## src/rtl/rbs_pkg.sv

```systemverilog
package rbs_pkg;

  localparam int SIG_BITS = 4;

  // strobes from control to datapath for the byte presented this cycle
  typedef struct packed {
    logic       capture;   // byte lies in a signaling frame of a valid channel
    logic [1:0] bitSel;    // 0 = A, 1 = B, 2 = C, 3 = D
    logic       commit;    // D byte: assemble and integrate the code
    logic       updateEn;  // stored code may be replaced
  } sigStrobe_t;

endpackage

```

## src/rtl/rbs_control.sv

```systemverilog
module rbs_control
  import rbs_pkg::*;
#(
  parameter int NUM_CH        = 24,
  parameter int FRAMES_PER_MF = 24,
  parameter int SIG_SPACING   = 6,
  parameter int HOLD_MF       = 2,
  parameter int CH_W          = 5,
  parameter int FR_W          = 5
) (
  input  logic            clk,
  input  logic            rstN,
  input  logic            byteValid,
  input  logic [FR_W-1:0] frameNum,
  input  logic [CH_W-1:0] chanNum,
  input  logic            hold,
  input  logic            slip,
  input  logic            recenter,
  output sigStrobe_t      strobe,
  output logic            freeze
);

  localparam int CNT_W = $clog2(HOLD_MF + 1);

  logic             inRange;
  logic             sigFrame;
  logic             mfEnd;
  logic             disturb;
  logic [CNT_W-1:0] freezeCnt;

  assign inRange  = (int'(frameNum) < FRAMES_PER_MF) && (int'(chanNum) < NUM_CH);
  assign sigFrame = (frameNum % FR_W'(SIG_SPACING)) == FR_W'(SIG_SPACING - 1);
  assign mfEnd    = byteValid && (frameNum == FR_W'(FRAMES_PER_MF - 1))
                    && (chanNum == CH_W'(NUM_CH - 1));
  assign disturb  = hold || slip || recenter;

  always_comb begin
    strobe.capture  = byteValid && inRange && sigFrame;
    strobe.bitSel   = 2'(frameNum / FR_W'(SIG_SPACING));
    strobe.commit   = strobe.capture && (strobe.bitSel == 2'd3);
    strobe.updateEn = !disturb && (freezeCnt == '0);
  end

  // reloads on every disturbance, counts down on multiframe ends
  always_ff @(posedge clk) begin
    if (!rstN) begin
      freezeCnt <= '0;
    end else if (disturb) begin
      freezeCnt <= CNT_W'(HOLD_MF);
    end else if (mfEnd && (freezeCnt != '0)) begin
      freezeCnt <= freezeCnt - 1'b1;
    end
  end

  assign freeze = (freezeCnt != '0);

  AST_HOLD_FREEZES: assert property (@(posedge clk) disable iff (!rstN)
    hold |=> freeze);
  AST_SLIP_FREEZES: assert property (@(posedge clk) disable iff (!rstN)
    slip |=> freeze);
  AST_RECENTER_FREEZES: assert property (@(posedge clk) disable iff (!rstN)
    recenter |=> freeze);
  AST_RELEASE_AT_MF_END: assert property (@(posedge clk) disable iff (!rstN)
    $fell(freeze) |-> $past(mfEnd));

endmodule

```

## src/rtl/rbs_datapath.sv

```systemverilog
module rbs_datapath
  import rbs_pkg::*;
#(
  parameter int NUM_CH = 24,
  parameter int CH_W   = 5
) (
  input  logic                clk,
  input  logic                rstN,
  input  sigStrobe_t          strobe,
  input  logic [CH_W-1:0]     chanNum,
  input  logic                chanLsb,
  input  logic [CH_W-1:0]     outChan,
  output logic [SIG_BITS-1:0] sigOut
);

  // partial code A,B,C per channel (bit 2 = A)
  logic [NUM_CH-1:0][SIG_BITS-2:0] colMem;
  logic [NUM_CH-1:0][SIG_BITS-1:0] pendMem;
  logic [NUM_CH-1:0][SIG_BITS-1:0] storedMem;
  logic [SIG_BITS-1:0]             cand;

  assign cand = {colMem[chanNum], chanLsb};

  always_ff @(posedge clk) begin
    if (!rstN) begin
      colMem    <= '0;
      pendMem   <= '0;
      storedMem <= '0;
    end else if (strobe.capture) begin
      if (!strobe.commit) begin
        colMem[chanNum][2'd2 - strobe.bitSel] <= chanLsb;
      end else begin
        pendMem[chanNum] <= cand;
        if (strobe.updateEn && (cand == pendMem[chanNum])) begin
          storedMem[chanNum] <= cand;
        end
      end
    end
  end

  always_ff @(posedge clk) begin
    if (!rstN) begin
      sigOut <= '0;
    end else if (int'(outChan) < NUM_CH) begin
      sigOut <= storedMem[outChan];
    end else begin
      sigOut <= '1;
    end
  end

  AST_NO_UPDATE_FROZEN: assert property (@(posedge clk) disable iff (!rstN)
    !strobe.updateEn |=> $stable(storedMem));
  AST_COMMIT_ONLY: assert property (@(posedge clk) disable iff (!rstN)
    !strobe.commit |=> $stable(storedMem));
  AST_IDLE_NO_STATE: assert property (@(posedge clk) disable iff (!rstN)
    !strobe.capture |=> ($stable(colMem) && $stable(pendMem)));

endmodule

```

## src/rtl/rbs_extract.sv

```systemverilog
module rbs_extract
  import rbs_pkg::*;
#(
  parameter int NUM_CH        = 24,
  parameter int FRAMES_PER_MF = 24,
  parameter int SIG_SPACING   = 6,
  parameter int HOLD_MF       = 2,
  localparam int CH_W         = $clog2(NUM_CH),
  localparam int FR_W         = $clog2(FRAMES_PER_MF)
) (
  input  logic            clk,
  input  logic            rstN,
  input  logic            byteValid,
  input  logic [FR_W-1:0] frameNum,
  input  logic [CH_W-1:0] chanNum,
  input  logic            chanLsb,
  input  logic            hold,
  input  logic            slip,
  input  logic            recenter,
  input  logic [CH_W-1:0] outChan,
  output logic            sigA,
  output logic            sigB,
  output logic            sigC,
  output logic            sigD,
  output logic            freeze
);

  sigStrobe_t          strobe;
  logic [SIG_BITS-1:0] sigOut;

  rbs_control #(
    .NUM_CH(NUM_CH), .FRAMES_PER_MF(FRAMES_PER_MF), .SIG_SPACING(SIG_SPACING),
    .HOLD_MF(HOLD_MF), .CH_W(CH_W), .FR_W(FR_W)
  ) u_control (
    .clk(clk), .rstN(rstN), .byteValid(byteValid), .frameNum(frameNum),
    .chanNum(chanNum), .hold(hold), .slip(slip), .recenter(recenter),
    .strobe(strobe), .freeze(freeze)
  );

  rbs_datapath #(.NUM_CH(NUM_CH), .CH_W(CH_W)) u_datapath (
    .clk(clk), .rstN(rstN), .strobe(strobe), .chanNum(chanNum),
    .chanLsb(chanLsb), .outChan(outChan), .sigOut(sigOut)
  );

  assign {sigA, sigB, sigC, sigD} = sigOut;

endmodule

```

## config.mk

```make
export PLATFORM = sky130hd
export DESIGN_NAME = rbs_extract
export DESIGN_NICKNAME = d
export VERILOG_FILES = /design/src/rtl/rbs_pkg.sv /design/src/rtl/rbs_control.sv /design/src/rtl/rbs_datapath.sv /design/src/rtl/rbs_extract.sv
export SDC_FILE = /design/constraint.sdc
export NUM_CORES = 1
export LEC_CHECK = 0
export ABC_CLOCK_PERIOD_IN_PS = 11800
export BUFFER_PORTS_ARGS = -buffer_cell sky130_fd_sc_hd__buf_2
export CORE_MARGIN = 2
export CORE_UTILIZATION = 55
export DETAILED_ROUTE_END_ITERATION = 10
export GPL_ROUTABILITY_DRIVEN = 0
export GPL_TIMING_DRIVEN = 0
export PLACE_DENSITY_LB_ADDON = 0.08
export SLEW_MARGIN = 20
export SYNTH_ARGS = -nofsm -noshare
export SYNTH_HDL_FRONTEND = slang
export SYNTH_HIERARCHICAL = 1
export SYNTH_SLANG_ARGS = --single-unit
```

## constraint.sdc

```tcl
create_clock -name clk -period 11.8 [get_ports clk]
set_input_delay 2.36 -clock clk [delete_from_list [all_inputs] [get_ports clk]]
set_output_delay 2.36 -clock clk [all_outputs]
set_load 0.02 [all_outputs]
```

-- Word-level counts from Yosys, hierarchy flattened
Index checks and enable logic that the tools add are counted.
- $add $sub $neg: 2
- divide/modulo/power cells: 2
- magnitude comparators: 8
- equality and inequality tests: 5
- muxes and demuxes: 18
- bitwise logic cells: 2
- reductions and logical operators: 21
- operators by type and width (kind ; number):
    $bwmux 96 ; 2
    $bwmux 72 ; 1
    $bmux 4 s5 ; 2
    $demux 4 s5 ; 1
    $mux 4 ; 4
    $bmux 3 s5 ; 1
    $demux 3 s5 ; 1
    $lt 5x5->1 const B ; 3
    $lt 5x6->1 const B ; 2
    $logic_and 1x1->1 ; 11
    $eq 5x5->1 const B ; 2
    $mux 3 ; 2
    $div 5x3->5 const B ; 1
    $eq 5x3->1 const B ; 1
    $ge 5x1->1 const B ; 1
    $mod 5x3->5 const B ; 1
    $eq 4x4->1 ; 1
    $mux 2 ; 2
    $reduce_and 2->1 ; 2
    $reduce_bool 2->1 ; 2
    $lt 2x3->1 const B ; 1
    $reduce_and 3->1 ; 1
    $demux 1 s2 ; 1
    $eq 2x2->1 const B ; 1
    other kinds (9) ; 11
- flip-flop bits (word level): 270
- bits of input ports: 22
- output and inout port bits: 5
- logic and storage cells: 133

-- Depth between registers and ports, before layout
- depth after elaboration: 9
- depth in mapped cells: 19
- gate-level depth less buffers: 16

-- Cells and area by module
Netlist, hierarchy kept.
- modules (own cells, without submodules) (module ; times used ; cells an instance ; area an instance (sq um) ; seq. area each (sq um)):
    rbs_datapath ; 1 ; 1334 ; 12763.5 ; 5365.1
    rbs_control ; 1 ; 67 ; 519.2 ; 40.0

-- Least setup slack after synthesis
No wires, ideal clock.
- path kind: input-to-reg
- from: input port frameNum[2]
- to: register u_datapath/colMem[18] in the netlist's numbering
- setup time: 0.076 ns
- arrival time: 5.505 ns
- required time: 11.724 ns
- setup slack: 6.220 ns
- stages: 17
- buffers on the path: 3
- path through: buf_6 nand3b_1 ha_1 buf_4 or2_2 o21ai_0 ha_1 and3_1 nand4_1 mux2i_1 nand2_1 a31oi_1 nand2b_1 nor3b_1 clkbuf_1 nand3_1 a21boi_0
- RTL lines (item ; line ; source):
    start: declaration ; rbs_extract.sv:14 ; input logic [FR_W-1:0] frameNum,
    end signal: indexed assignment ; rbs_datapath.sv:31 ; colMem[chanNum][2'd2 - strobe.bitSel] <= chanLsb;
    end: declaration ; rbs_datapath.sv:17 ; logic [NUM_CH-1:0][SIG_BITS-2:0] colMem;

==> results.txt <==
----------------------------------------------------
[Flow run]
  Number of violations of the max-capacitance limit ... 0

[Synth]
  Ranking of synthesized cells by area ... dfxtp_1 41%, mux2i_1 11%, mux4_2 8.1%, nand2_1 6.7%, o211a_1 5.9%
  Cells after synthesis ... 1,401
  Number of warning messages in the yosys log ... 6
  Per-instance average area after synthesis ... 9.481 sq um
  Flop and latch count out of synthesis ... 270
  Sequential share of the synthesized area ... 40.69%
  Yosys top cell by area ... dfxtp_1
  Number of unique standard cell types used by synthesis ... 65
  Post-synth EDFFs ... 0
  Asr flop ratio synth ... 0%
  Share of Yosys cell area claimed by the top area cell type ... 40.69%
  Netlist Area Pre-Place ... 13,280 sq um
  Top flip-flop cell by instance count after synthesis ... dfxtp_1
  Net count after synthesis ... 1,426

[Final layout]
  Ratio of cells with drive above 1 in the final layout ... 11.34%
  Layout overhead on the synthesized area ... 11.17%
  Antenna diodes ... 0
  Share of the core filled with cells ... 62.54%
  Number of nets in the finished design ... 1,477
  Storage element area ... 5405 sq um
  Fill cell count ... 2,052
  Area of combinational cells with multiple inputs ... 7325 sq um

[CTS]
  Hold bufs inserted after CTS ... 0
  Clock latency on the worst-skew pair ... 0.56 ns
  Max Buffers Root-to-Sink ... 3
  Register clock-pin slew on the reported worst setup and hold paths ... 0.07 ns
  Number of CTS-inserted buffers ... 29
  Number of buffers inserted to repair setup after CTS ... 0
  Count of H-tree levels built during CTS ... 1
  Total clock sinks ... 270
  Root buffer cell ... clkbuf_16
  CTS tree ... done
  Post-CTS sizing ... 0

[Setup path]
  Required time of the critical path ... 12.27 ns
  Capture instance of the worst register-to-register path ... u_datapath/storedMem[55]
  Endpoint class of the critical path ... register
  Largest driver fanout on the critical path ... 10
  Startpoint of the worst register-to-register path ... u_datapath/colMem[23]
  WP data arrival ... 6.48 ns
  Slack of the worst reg-to-reg path ... 8.52 ns
  Beginning of the critical path ... frameNum[2]
  Worst setup path category ... input pin to register
  Critical Path End ... u_datapath/colMem[69]
  Startpoint class of the critical path ... input pin
  Number of cell instances on the worst register-to-register path ... 10

[Routing]
  Wire length after detailed routing ... 40,190 um
  Metal3 WL ... 2668 um
  Number of iterations in the first detailed-routing pass ... 5
  DRC ... 0
  Top routing layer in use ... met4
  Total routed wire length on the met1 layer ... 17,440 um
  Post-DRT Antenna Nets ... 0
  Detailed-route via count ... 11.32k
  Routed len/inst ... 22.43 um
  Detailed route wirelength on metal2 ... 18,230 um
  Drt via density ... 6.316
  Number of violations reported at the end of detailed-routing iteration 0 ... 1,047

[Floorplanning]
  Initial Util ... 56.25%
  Site row count ... 56
  Die Height ... 159.4 um
  Number of I/O pins ... 27
  Overall die width ... 159.4 um
  Die Outline Area ... 25,410 sq um
  Core area ... 23,610 sq um

[STA]
  Setup repair after global routing missed its margin ... no
  Slew at the pin closest to its max-slew limit ... 1.183 ns
  Clock Skew ... 0.01336 ns
  Worst slack on hold paths ... 0.4590 ns
  Total of endpoints with negative setup slack in the final report ... 0
  Sum of negative setup slack ... 0 ns
  Share of the clock period used by the worst path after layout ... 50.88%
  Crit path time final ... 6.004 ns
  Max_slew headroom ... 20.51%
  Hold Vio Cnt, Final ... 0
  Pins over their slew limit ... 0
  Peak clock frequency supported by timing ... 0.1665 GHz

[Place]
  Port Buffer Count ... 20
  Dpl hpwl ... 29,220 um

[GRT]
  Initial antenna violation count ... 0
  Largest net degree at the start of global routing ... 15
  Global route overflow ... 0
  Vias in the first global route ... 10.86k
  First-pass GRT wire length ... 62,670 um
  Total routing usage reported by global routing ... 31.26%

[Power]
  Post-layout power ... 1.984 mW
  Power density over the cells ... 134.3 nW/um^2
  Static leakage ... 6.394 nW
  Peak ir drop on the vdd network ... 0.0001097 V

[Worst hold path]
  Type of the tightest min-delay check ... register to register

[Status]
  Status ... finished, final reports clean

----------------------------------------------------
through the flow:
stage / cells / setup WS (ns) / instance area [sq um]
finish: 1792 / 5.796 / 14770
global placement: 1740 / 4.977 / 13780
floorplan: 1401 / 6.220 / 13280
CTS: 1792 / 5.881 / 14770
global route: 1792 / 5.486 / 14770
detailed placement: 1740 / 5.371 / 13790
cells by family (layout without fill, tap and decap cells):
group,count (synthesis),in the layout,synth area share (%)
compound gates,301,301,16.92
xor+xnor,5,5,0.3297
fa+ha+maj,3,3,0.2826
buf+inv,125,197,4.239
flops,270,270,40.69
mux,200,200,19.62
simple gates,497,497,17.92
worst min-delay path by stage:
stage,from,end,slack (ns),cells after the start
after detailed placement,u_datapath/storedMem[42],u_datapath/storedMem[42],0.45,2
final,u_datapath/storedMem[42],u_datapath/storedMem[42],0.46,2
after floorplan,u_datapath/storedMem[24],u_datapath/storedMem[24],0.44,2
after CTS,u_datapath/storedMem[42],u_datapath/storedMem[42],0.46,2
after global placement,u_datapath/storedMem[61],u_datapath/storedMem[61],0.44,2
after global routing,u_datapath/storedMem[43],u_datapath/storedMem[43],0.47,2
where the power goes:
group / internal (mW) / switching [mW] / leakage, nW
Clock: 0.562 / 0.377 / 0.482
Sequential: 0.913 / 0.000405 / 2.17
Combinational: 0.0378 / 0.0931 / 3.74
Total: 1.51 / 0.471 / 6.39
registers in the layout, indices dropped and copies added (netlist names):
signal                count
u_datapath/sigOut         4
u_datapath/pendMem       96
u_datapath/colMem        72
u_datapath/storedMem     96
u_control/freezeCnt       2
layout make-up:
class | count | area share (%)
Multi-Input combinational cell | 1006 | 49.60
Sequential cell | 270 | 36.60
Clock buffer | 39 | 5.440
Buffer | 118 | 3.635
Tap cell | 319 | 2.703
Clock inverter | 13 | 1.161
Timing Repair Buffer | 20 | 0.6778
Inverter | 7 | 0.1779
placed cells by master (no fill, tap or decap), types with 3 or more instances in the layout:
master,n
buf_2,29
and3_1,3
a21oi_1,3
nand2_1,238
bufinv_16,4
nor4_1,3
clkbuf_16,29
o22ai_1,21
clkbuf_8,4
xnor2_1,4
nand3_4,7
nand4_1,4
clkinv_2,7
mux2i_1,149
and2_1,4
mux4_2,48
dfxtp_1,270
or4bb_1,3
o21ai_0,88
buf_1,7
ha_1,3
clkbuf_1,92
nand2b_1,7
nand3_1,127
o211a_1,78
buf_4,11
buf_6,4
inv_1,7
nor2_1,50
nor2b_1,7
nand3b_1,6
or2_2,3
a21boi_0,93
nor3_1,13
Yosys cell counts (11+ instances only):
master / number
buf_4: 11
dfxtp_1: 270
nand2_1: 238
clkbuf_1: 86
nor2_1: 50
mux4_2: 48
nor3_1: 14
a21boi_0: 93
o21ai_0: 88
o22ai_1: 21
nand3_1: 127
o211a_1: 78
mux2i_1: 149
worst max-delay path, cell delays in order:
cell and delay (ns):
buf_2 0.12, buf_6 0.14, nand3b_1 0.11, ha_1 0.19
buf_4 0.16, or2_2 0.28, o21ai_0 0.08, ha_1 0.25
and3_1 0.17, nand4_1 0.09, mux2i_1 0.24, nand2_1 0.08
a31oi_1 0.27, nand2b_1 0.28, nor3b_2 0.76, clkbuf_1 0.52
nand3_1 0.14, a21boi_0 0.21
metal layers:
metal | vias up | GRT usage [%]
li1 | 5194 | -
met1 | 5538 | 42.43
met2 | 465 | 50.40
met3 | 122 | 4.428
met4 | 0 | 12.85
met5 | - | 0
Note: power is estimated with default switching activity, not from simulation.
